## config.mk

```make
export PLATFORM = sky130hd
export DESIGN_NAME = dma_hs_ctrl
export DESIGN_NICKNAME = d
export VERILOG_FILES = /design/src/rtl/dma_hs_pkg.sv /design/src/rtl/dma_hs_wbuf.sv /design/src/rtl/dma_hs_timeout.sv /design/src/rtl/dma_hs_ctrl.sv
export SDC_FILE = /design/constraint.sdc
export NUM_CORES = 1
export LEC_CHECK = 0
export ABC_AREA = 1
export BUFFER_PORTS_ARGS = -buffer_cell sky130_fd_sc_hd__buf_2
export CORE_ASPECT_RATIO = 1.4
export CORE_UTILIZATION = 40
export DETAILED_ROUTE_END_ITERATION = 7
export PLACE_DENSITY = 0.68
export SETUP_SLACK_MARGIN = 0.15
export SYNTH_ARGS = -nofsm -noshare
export SYNTH_HDL_FRONTEND = slang
export SYNTH_SLANG_ARGS = --single-unit
```

## constraint.sdc

```tcl
create_clock -name clk -period 6.1 [get_ports clk]
set_clock_uncertainty 0.1 [all_clocks]
set_input_delay 0 -clock clk [delete_from_list [all_inputs] [get_ports clk]]
set_output_delay 0 -clock clk [all_outputs]
set_load 0.005 [all_outputs]
```

## src/rtl/dma_hs_pkg.sv

```systemverilog
package dma_hs_pkg;

    typedef enum logic [2:0] {
        ST_IDLE,
        ST_REQ,
        ST_ACK,
        ST_STROBE,
        ST_FAIL
    } dma_state_e;

    localparam int BIT_HSF_POS = 12;
    localparam int BIT_WORD_W  = 16;

endpackage

```

## src/rtl/dma_hs_wbuf.sv

```systemverilog
module dma_hs_wbuf #(
    parameter int W     = 16,
    parameter int DEPTH = 32
) (
    input  logic         clk,
    input  logic         rst_n,
    input  logic         flush,
    input  logic         push,
    input  logic [W-1:0] din,
    input  logic         pop,
    output logic [W-1:0] dout,
    output logic         empty,
    output logic         full
);
    localparam int AW = $clog2(DEPTH);

    logic [W-1:0]  mem [DEPTH];
    logic [AW-1:0] wr_ptr_q, rd_ptr_q;
    logic [AW:0]   cnt_q;

    assign empty = (cnt_q == '0);
    assign full  = (cnt_q == (AW+1)'(DEPTH));
    assign dout  = mem[rd_ptr_q];

    always_ff @(posedge clk) begin
        if (push && !flush) begin
            mem[wr_ptr_q] <= din;
        end
    end

    always_ff @(posedge clk or negedge rst_n) begin
        if (!rst_n) begin
            wr_ptr_q <= '0;
            rd_ptr_q <= '0;
            cnt_q    <= '0;
        end else if (flush) begin
            wr_ptr_q <= '0;
            rd_ptr_q <= '0;
            cnt_q    <= '0;
        end else begin
            if (push) begin
                wr_ptr_q <= wr_ptr_q + 1'b1;
            end
            if (pop && !empty) begin
                rd_ptr_q <= rd_ptr_q + 1'b1;
            end
            case ({push, pop && !empty})
                2'b10:   cnt_q <= cnt_q + 1'b1;
                2'b01:   cnt_q <= cnt_q - 1'b1;
                default: cnt_q <= cnt_q;
            endcase
        end
    end

    p_no_overflow_r3: assert property (@(posedge clk) disable iff (!rst_n)
        !(push && full && !pop && !flush))
        else $error("word buffer pushed while full");

    p_no_underflow_r2: assert property (@(posedge clk) disable iff (!rst_n)
        (pop && !flush) |-> !empty)
        else $error("word buffer popped while empty");

endmodule

```

## src/rtl/dma_hs_timeout.sv

```systemverilog
module dma_hs_timeout #(
    parameter int LIMIT = 500
) (
    input  logic clk,
    input  logic rst_n,
    input  logic run,
    output logic expired
);
    localparam int CW = $clog2(LIMIT + 1);

    logic [CW-1:0] cnt_q;

    always_ff @(posedge clk or negedge rst_n) begin
        if (!rst_n) begin
            cnt_q <= '0;
        end else if (!run) begin
            cnt_q <= '0;
        end else if (cnt_q != CW'(LIMIT - 1)) begin
            cnt_q <= cnt_q + 1'b1;
        end
    end

    assign expired = run && (cnt_q == CW'(LIMIT - 1));

    p_cnt_bounded_r8: assert property (@(posedge clk) disable iff (!rst_n)
        cnt_q <= CW'(LIMIT - 1))
        else $error("timeout counter beyond limit");

    p_restart_r8: assert property (@(posedge clk) disable iff (!rst_n)
        !run |=> cnt_q == '0)
        else $error("timeout counter not restarted");

endmodule

```

## src/rtl/dma_hs_ctrl.sv

```systemverilog
module dma_hs_ctrl
    import dma_hs_pkg::*;
#(
    parameter int DW         = 16,
    parameter int AW         = 5,
    parameter int SA_W       = 5,
    parameter int CLK_HZ     = 50_000_000,
    parameter int TIMEOUT_NS = 10_000
) (
    input  logic            clk,
    input  logic            rst_n,
    input  logic            msg_start,
    input  logic            msg_is_tx,
    input  logic            msg_burst,
    input  logic [AW-1:0]   msg_wc,
    input  logic            msg_bcast,
    input  logic [SA_W-1:0] msg_subaddr,
    input  logic            rx_valid,
    input  logic [DW-1:0]   rx_data,
    input  logic            tx_req,
    output logic            tx_valid,
    output logic [DW-1:0]   tx_data,
    output logic            msg_abort,
    output logic            dma_req_n,
    input  logic            dma_grant_n,
    output logic            dma_ack_n,
    output logic            ss_rd_tx,
    output logic            ss_oe_n,
    output logic            ss_wr_n,
    output logic [AW-1:0]   ss_addr,
    output logic            ss_bcast,
    output logic [SA_W-1:0] ss_subaddr,
    output logic [DW-1:0]   ss_wdata,
    input  logic [DW-1:0]   ss_rdata,
    output logic            hs_fail_n,
    output logic [BIT_WORD_W-1:0] bit_word
);
    localparam int DEPTH  = 1 << AW;
    localparam int TO_CYC = ((CLK_HZ / 1000) * (TIMEOUT_NS / 10)) / 100_000;
    localparam int LIMIT  = (TO_CYC < 2) ? 2 : TO_CYC;

    dma_state_e state_q, state_d;

    logic            is_tx_q, burst_q, live_q, burst_go_q, fail_q;
    logic [AW:0]     exp_cnt_q, rx_cnt_q, tx_pend_q;
    logic [AW-1:0]   addr_q;
    logic            bcast_q;
    logic [SA_W-1:0] sa_q;
    logic            tx_valid_q, abort_q;
    logic [DW-1:0]   tx_data_q;

    logic accept_rx, write_ready, read_ready, fail_evt, tmr_exp;
    logic buf_empty, buf_full, buf_pop, buf_flush, strobe_done;
    logic [DW-1:0] buf_dout;

    assign accept_rx   = rx_valid && live_q && !is_tx_q && !msg_start
                         && (rx_cnt_q < exp_cnt_q);
    assign write_ready = !is_tx_q && !buf_empty && (!burst_q || burst_go_q);
    assign read_ready  = is_tx_q && (tx_pend_q != '0);
    assign fail_evt    = (state_q == ST_REQ) && dma_grant_n && tmr_exp && !msg_start;
    assign strobe_done = (state_q == ST_STROBE) && !msg_start;
    assign buf_pop     = strobe_done && !is_tx_q;
    assign buf_flush   = msg_start || fail_evt;

    dma_hs_wbuf #(.W(DW), .DEPTH(DEPTH)) u_wbuf (
        .clk   (clk),
        .rst_n (rst_n),
        .flush (buf_flush),
        .push  (accept_rx),
        .din   (rx_data),
        .pop   (buf_pop),
        .dout  (buf_dout),
        .empty (buf_empty),
        .full  (buf_full)
    );

    dma_hs_timeout #(.LIMIT(LIMIT)) u_timeout (
        .clk     (clk),
        .rst_n   (rst_n),
        .run     (state_q == ST_REQ),
        .expired (tmr_exp)
    );

    // State register
    always_ff @(posedge clk or negedge rst_n) begin
        if (!rst_n) begin
            state_q <= ST_IDLE;
        end else begin
            state_q <= state_d;
        end
    end

    // Next-state logic
    always_comb begin
        state_d = state_q;
        unique case (state_q)
            ST_IDLE: begin
                if (live_q && (write_ready || read_ready)) begin
                    state_d = ST_REQ;
                end
            end
            ST_REQ: begin
                if (!dma_grant_n) begin
                    state_d = ST_ACK;
                end else if (tmr_exp) begin
                    state_d = ST_FAIL;
                end
            end
            ST_ACK:    state_d = ST_STROBE;
            ST_STROBE: state_d = ST_IDLE;
            ST_FAIL:   state_d = ST_IDLE;
            default:   state_d = ST_IDLE;
        endcase
        if (msg_start) begin
            state_d = ST_IDLE;
        end
    end

    // Outputs decoded from the state
    always_comb begin
        dma_req_n = 1'b1;
        dma_ack_n = 1'b1;
        ss_wr_n   = 1'b1;
        ss_oe_n   = 1'b1;
        unique case (state_q)
            ST_REQ: dma_req_n = 1'b0;
            ST_ACK: begin
                dma_req_n = 1'b0;
                dma_ack_n = 1'b0;
            end
            ST_STROBE: begin
                dma_req_n = 1'b0;
                dma_ack_n = 1'b0;
                ss_wr_n   = is_tx_q;
                ss_oe_n   = !is_tx_q;
            end
            ST_IDLE, ST_FAIL: ;
            default: ;
        endcase
        ss_rd_tx   = !is_tx_q;
        ss_addr    = addr_q;
        ss_bcast   = bcast_q;
        ss_subaddr = sa_q;
        ss_wdata   = buf_dout;
        tx_valid   = tx_valid_q;
        tx_data    = tx_data_q;
        msg_abort  = abort_q;
        hs_fail_n  = !fail_q;
        bit_word   = '0;
        bit_word[BIT_HSF_POS] = fail_q;
    end

    // Message context and counters
    always_ff @(posedge clk or negedge rst_n) begin
        if (!rst_n) begin
            is_tx_q    <= 1'b0;
            burst_q    <= 1'b0;
            live_q     <= 1'b0;
            burst_go_q <= 1'b0;
            fail_q     <= 1'b0;
            exp_cnt_q  <= '0;
            rx_cnt_q   <= '0;
            tx_pend_q  <= '0;
            addr_q     <= '0;
            bcast_q    <= 1'b0;
            sa_q       <= '0;
            tx_valid_q <= 1'b0;
            tx_data_q  <= '0;
            abort_q    <= 1'b0;
        end else begin
            tx_valid_q <= is_tx_q && strobe_done;
            abort_q    <= fail_evt;
            if (is_tx_q && strobe_done) begin
                tx_data_q <= ss_rdata;
            end
            if (msg_start) begin
                is_tx_q    <= msg_is_tx;
                burst_q    <= msg_burst;
                live_q     <= 1'b1;
                burst_go_q <= 1'b0;
                fail_q     <= 1'b0;
                exp_cnt_q  <= (msg_wc == '0) ? (AW+1)'(DEPTH) : {1'b0, msg_wc};
                rx_cnt_q   <= '0;
                tx_pend_q  <= '0;
                addr_q     <= '0;
                bcast_q    <= msg_bcast;
                sa_q       <= msg_subaddr;
            end else begin
                if (accept_rx) begin
                    rx_cnt_q <= rx_cnt_q + 1'b1;
                    if (rx_cnt_q + 1'b1 == exp_cnt_q) begin
                        burst_go_q <= 1'b1;
                    end
                end
                if (strobe_done) begin
                    addr_q <= addr_q + 1'b1;
                end
                if (fail_evt) begin
                    fail_q    <= 1'b1;
                    live_q    <= 1'b0;
                    tx_pend_q <= '0;
                end else begin
                    case ({tx_req && is_tx_q && live_q, is_tx_q && strobe_done})
                        2'b10:   tx_pend_q <= tx_pend_q + 1'b1;
                        2'b01:   tx_pend_q <= tx_pend_q - 1'b1;
                        default: tx_pend_q <= tx_pend_q;
                    endcase
                end
            end
        end
    end

    p_ack_after_grant_r4: assert property (@(posedge clk) disable iff (!rst_n)
        $fell(dma_ack_n) |-> $past(!dma_grant_n) && $past(!dma_req_n))
        else $error("acknowledge without grant");

    p_wr_one_cycle_r5: assert property (@(posedge clk) disable iff (!rst_n)
        !ss_wr_n |=> ss_wr_n)
        else $error("write strobe longer than one cycle");

    p_write_levels_r5: assert property (@(posedge clk) disable iff (!rst_n)
        !ss_wr_n |-> ss_oe_n && ss_rd_tx && !dma_ack_n)
        else $error("write strobe with wrong side signals");

    p_oe_levels_r6: assert property (@(posedge clk) disable iff (!rst_n)
        !ss_oe_n |=> ss_oe_n)
        else $error("output enable longer than one cycle");

    p_addr_step_r7: assert property (@(posedge clk) disable iff (!rst_n)
        ((!ss_wr_n || !ss_oe_n) && !msg_start) |=> ss_addr == $past(ss_addr) + 1'b1)
        else $error("address did not step after transfer");

    p_fail_sticky_r10: assert property (@(posedge clk) disable iff (!rst_n)
        (!hs_fail_n && !msg_start) |=> !hs_fail_n)
        else $error("failure output released early");

    p_fail_no_xfer_r9: assert property (@(posedge clk) disable iff (!rst_n)
        !hs_fail_n |-> ss_wr_n && ss_oe_n)
        else $error("transfer while failed");

    p_sa_stable_r11: assert property (@(posedge clk) disable iff (!rst_n)
        (!dma_ack_n && $past(!dma_ack_n) && !$past(msg_start))
        |-> $stable(ss_subaddr) && $stable(ss_bcast))
        else $error("subaddress moved during transfer");

endmodule

```

==> metrics.yaml, run 1 <==
status: "finished, final reports clean"
use_met3_pct: 3.32
cp-startpoint: "u_wbuf.rd_ptr_q[1]"
ir_drop_v: 0.000223
slew_viol_final: 0
yosysSeqAreaShare_pct: 70.8
path_class: "reg2out"
tritoncts: "built"
clkTransAtPathRegs_ps: 70
ant_nets: 0
worstPathRequired_ps: 6000
max_stage_delay_ps: 1040
chipWidth_um: 211
setup_violations: 0
dieArea_sq_um: 62300
path_cells: "buf_4 > o21ai_0 > o21ai_0 > o221ai_1 > nand3_1 > nor2_1 > nor2_1 > buf_2"
place_congestion: 0.820
nFillCells: 5302
ctsHoldBuffers: 77
worst_path_max_delay_cell: "dfrtp_4"
drtPass1Iterations: 5
reg2reg_depth: 9
rows: 107
regArea_sq_um: 17400
antenna_found_initial: 0
numCtsBuffers: 55
arrival_ps: 3790
final_common_cell: "edfxtp_1"
start_util_pct: 40.4
layout_common_cells: "edfxtp_1, nor2_1, o21ai_0"
maxSlewHeadroom_pct: 9.68
drt-total-wl_mm: 62.2
syn_avg_cell_area_sq_um: 12.4
min_period_ps: 3890
dp_hpwl_mm: 34.4
clockBufferDepth: 3
power_density_nw_per_um2: 290
setup_tns_ps: 0
drc: 0
clock_latency_ps: 610
port_buffers: 102
drive_gt1_share_pct: 12.5
overflow: 0
cts_resized: 0
worstSetupEndpoint: "ss_wdata[11]"
r2r_end: "u_wbuf.mem[18][6]"
hold_ws_ps: 9.51
fin_crit_sh_pct: 63.8
synth-seq-cells: 592
post_cts_buffers: 0
grt_busiest_layer: "met2"
grt_max_degree: 261
clock_sinks: 592
syn-cell-area_sq_um: 24500
ys_types: 51
num_io_pins: 118
cp-end-kind: "output port"
cp-start-kind: "flip-flop"
r2r_start: "rx_cnt_q[5]"
rsz0062_at_grt: "no"
grt_pass1_vias: 16400
final_util_pct: 46.6
syn2layout_area_growth_pct: 15.5
root_buffer: "clkbuf_16"
finalHoldViolCount: 0
routed-via-count: 16500
yosysWarnings: 0
synthCells: 1979
avgRoutedWirePerCell_um: 20.7
track_usage_pct: 19.8
crit_path_max_fanout: 102
rrSetupSlack_ps: 3160
grt_pass1_wl_mm: 93.9
p_leak_uw: 0.00999
core_area_sq_um: 60800
via_per_inst: 5.48
use_met1_pct: 24.2
multiInputGateArea_sq_um: 6250
diodes: 0
fmax_ghz: 0.257
fin_nets: 2218
h-tree-depth: 2
min_path_type: "in2async"
drtIter0Drc: 1620
die_y_um: 295
max_slew.worst_pin.slew_ps: 1350
use_met2_pct: 34.3
max-cap-violations: 0
[Yosys cell counts, drive strengths merged]
cell,instances,area (sq um)
nor4,7,50.1
a22o,3,26.3
or2,1,6.26
ha,21,263
nor2,429,1680
edfxtp,512,15400
buf,75,484
o221ai,29,254
a31oi,16,100
a22oi,1,7.51
and3,1,6.26
nor3b,2,15.0
xnor2,2,17.5
inv,72,273
o32ai,73,639
nand2,203,816
nor3,14,103
xor2,10,87.6
nand4,5,31.3
a32o,1,10.0
clkinv,3,17.5
conb,1,3.75
clkbuf,51,191
o211ai,16,120
a21oi,33,165
o21bai,5,37.5
dfrtp,80,2000
o31ai,3,22.5
nand3,63,330
mux2i,28,280
fa,1,20.0
o21ai,210,1050
and2,1,6.26
o22ai,7,43.8
[power by group]
part           total (uW)  internal, uW  switching (uW)
sequential           4500          4460            40.2
combinational         334           126             208
clock                3400          1850            1550
total                8230          6440            1800
[cells by family after synthesis]
kind of cell,count (synthesis),synth area share [%]
AO/OA/AOI/OAI,397,10.1
XOR/XNOR,12,0.428
adder cells (fa/ha/maj),22,1.15
buffers and inverters,201,3.94
flip-flops,592,70.8
multiplexers,28,1.14
other,1,0.0153
AND/OR/NAND/NOR,726,12.4
[worst min-delay path by stage]
stage,endpoint,cells past startpoint
2_1_floorplan,burst_go_q,0
3_3_place_gp,tx_data[0],3
3_5_place_dp,ss_subaddr[3],3
4_1_cts,tx_data[14],4
5_1_grt,tx_data[14],4
6_report,tx_data[2],2
[critical path, delay by kind of cell, from the launching register on]
kind | cells | cell delay [ps]
flops | 1 | 1040
compound gates | 3 | 610
buf+inv | 2 | 1010
simple gates | 3 | 400
[area by class of cell]
class	instances	area share [%]
clock inverters	39	1.32
flip-flops and latches	592	61.3
multi-input cells	1200	22.0
repair buffers	221	5.69
well taps	817	3.61
inverters	75	1.04
clock buffers	64	4.97
[stage by stage]
stage               worst slack (ps)  std cells  power [uW]  cell area [sq um]
finish                          2210       3008        8230              28300
global route                    1890       3008        8480              28300
CTS                             2130       3008        8270              28300
detailed placement              2820       2828        4870              25800
global placement                2840       2828        4850              25800
floorplan                       3450       1993        4710              24600
[sequential cells by signal, summed over array words and instances, names as in the netlist]
signal	flops
burst_go_q	1
burst_q	1
exp_cnt_q	6
fail_q	1
is_tx_q	1
live_q	1
msg_abort	1
rx_cnt_q	6
ss_addr	5
ss_bcast	1
ss_subaddr	5
state_q	3
tx_data	16
tx_pend_q	6
tx_valid	1
u_timeout.cnt_q	9
u_wbuf.cnt_q	6
u_wbuf.mem	512
u_wbuf.rd_ptr_q	5
u_wbuf.wr_ptr_q	5
[per-layer routing]
metal,routed length [um],share of wire (%)
met4,2430,3.9
met5,0,0
met1,24100,39
met2,31200,50
met3,4370,7.0
Power figures use the tool's default switching activity.
==> inputs of run 2 (changes only) <==
==> constraint.sdc (replaced) <==
create_clock -name clk -period 3.63 [get_ports clk]
set_clock_uncertainty 0.1 [all_clocks]
set_input_delay 0 -clock clk [delete_from_list [all_inputs] [get_ports clk]]
set_output_delay 0 -clock clk [all_outputs]
set_load 0.005 [all_outputs]
==> run 2 against run 1 <==
Die area unchanged; clock power up 69%; total power up 69%; via count down 0.53%; non-clock buffer count up 14; critical path type unchanged; cell area up 0.70%; sequential share of layout area down 0.42 points; setup slack worse by 1900 ps; worst hold slack better by 17 ps; global-route usage about the same; final cell count up 0.23%; critical path depth unchanged.
==> metrics.yaml, run 2 (synthesized netlist as in run 1, its figures left out) <==
status: "finished, final reports clean"
largest_reg_flops: 512  # unchanged
use_met3_pct: 2.97  # -0.35 points
clock_latency_ps: 620  # about the same
rrSetupSlack_ps: 840  # -2320 ps
root_buffer: "clkbuf_16"
syn2layout_area_growth_pct: 16.3
worstSetupEndpoint: "ss_wdata[4]"
final_util_pct: 47.0  # +0.33 points
max-cap-violations: 0  # unchanged
h-tree-depth: 2  # unchanged
antenna_found_initial: 0  # unchanged
r2r_end: "tx_pend_q[5]"
rows: 107  # unchanged
place_congestion: 0.849  # +3.6%
path_class: "reg2out"
final_common_cell: "edfxtp_1"
clkTransAtPathRegs_ps: 70  # about the same
worstPathRequired_ps: 3530  # -2470 ps
reg2reg_depth: 14  # +5
max_slew.worst_pin.slew_ps: 1030  # -328 ps
hold_ws_ps: 26.5  # +17.0 ps
clockBufferDepth: 3  # unchanged
p_leak_uw: 0.0101  # +1.0%
numCtsBuffers: 54  # -1.8%
finalHoldViolCount: 0  # unchanged
clock_sinks: 592  # unchanged
slew_viol_final: 0  # unchanged
r2r_start: "state_q[2]"
start_util_pct: 40.4  # unchanged
fin_crit_sh_pct: 90.8
grt_max_degree: 130  # -50%
num_io_pins: 118  # unchanged
track_usage_pct: 19.8  # about the same
ir_drop_v: 0.000390  # +75%
min_path_type: "in2async"
routed-via-count: 16400  # -0.53%
chipWidth_um: 211  # unchanged
drive_gt1_share_pct: 12.9  # +0.46 points
drc: 0  # unchanged
min_period_ps: 3300
core_area_sq_um: 60800  # unchanged
grt_busiest_layer: "met2"
dp_hpwl_mm: 36.6  # +6.4%
crit_path_max_fanout: 68  # -33%
avgRoutedWirePerCell_um: 20.3  # -1.7%
setup_tns_ps: 0  # unchanged
setup_violations: 0  # unchanged
drtPass1Iterations: 7  # +2
arrival_ps: 3200  # -590 ps
cp-start-kind: "flip-flop"
final_cell_area_sq_um: 28500  # +0.70%
grt_pass1_vias: 16200  # -0.98%
dieArea_sq_um: 62300  # unchanged
die_y_um: 295  # unchanged
use_met2_pct: 34.0  # -0.27 points
via_per_inst: 5.44  # -0.76%
rsz0062_at_grt: "no"
largest_register: "u_wbuf.mem"
maxSlewHeadroom_pct: 31.7  # +22 points
cp-startpoint: "u_wbuf.rd_ptr_q[0]"
tritoncts: "built"
placed_area_sq_um: 26000  # +0.73%
worst_slack_ps: 335  # -1870 ps
fin_nets: 2231  # +0.59%
overflow: 0  # unchanged
layout_common_cells: "edfxtp_1, nor2_1, o21ai_0"
drtIter0Drc: 1569  # -3.1%
preCtsSetupSlack_ps: 808  # -2010 ps
drt-total-wl_mm: 61.3  # -1.5%
port_buffers: 102  # unchanged
grt_pass1_wl_mm: 93.9  # unchanged
ant_nets: 0  # unchanged
fmax_ghz: 0.303
cp-end-kind: "output port"
use_met1_pct: 24.7  # +0.51 points
power_density_nw_per_um2: 486  # +67%
diodes: 0  # unchanged
==> run 2: repair_timing <==
| item | 4_1_cts | 5_1_grt |
|---|---|---|
| endpoints found under the setup margin | 1 | 11 |
| hold buffers | 75 | 0 |
| buffers inserted | 0 | 1 |
| cloned | 0 | 0 |
| endpoints found under the hold margin | 646 | 0 |
| gates resized for setup | 1 | 0 |
==> run 2: stage by stage <==
step | instances | power (uW)
2_1_floorplan | 1993 | 7910
3_3_place_gp | 2843 | 8180
3_5_place_dp | 2843 | 8200
4_1_cts | 3014 | 14000
5_1_grt | 3015 | 14300
6_report | 3015 | 13900
==> run 2: how the worst min path moves through the flow <==
stage                     to    startpoint  cells after the start
2_1_floorplan     burst_go_q         rst_n                      0
3_3_place_gp      tx_data[6]   ss_rdata[6]                      3
3_5_place_dp     tx_data[10]  ss_rdata[10]                      3
4_1_cts           tx_data[0]   ss_rdata[0]                      4
5_1_grt           tx_data[4]   ss_rdata[4]                      4
6_report       ss_subaddr[3]         rst_n                      2
==> run 2: power breakdown <==
part           leakage, uW  switching (uW)  total (uW)  internal, uW
registers          0.00567            67.7        7560          7490
logic              0.00357             359         571           212
clock network     0.000855            2550        5740          3190
==> run 2: layout make-up <==
type / instances / area (sq um)
Fill cell: 5322 / 32200
Sequential cell: 592 / 17400
Multi-Input combinational cell: 1200 / 6250
Timing Repair Buffer: 235 / 1800
Clock buffer: 66 / 1430
Tap cell: 817 / 1020
Clock inverter: 30 / 365
Inverter: 75 / 298
==> run 2: layer usage <==
layer  share of wire [%]  vias to the layer above
met3                 7.0                      118
met4                 4.1                        0
met5                   0                        -
li1                    -                     7479
met2                  50                      696
met1                  39                     8114
==> run 2: worst max-delay path, stage by stage (launching register included) <==
cell	delay [ps]
dfrtp_4	650
inv_8	300
buf_12	330
buf_12	270
nor2_1	60
o32ai_1	300
nand2_1	90
a31oi_1	330
buf_2	180
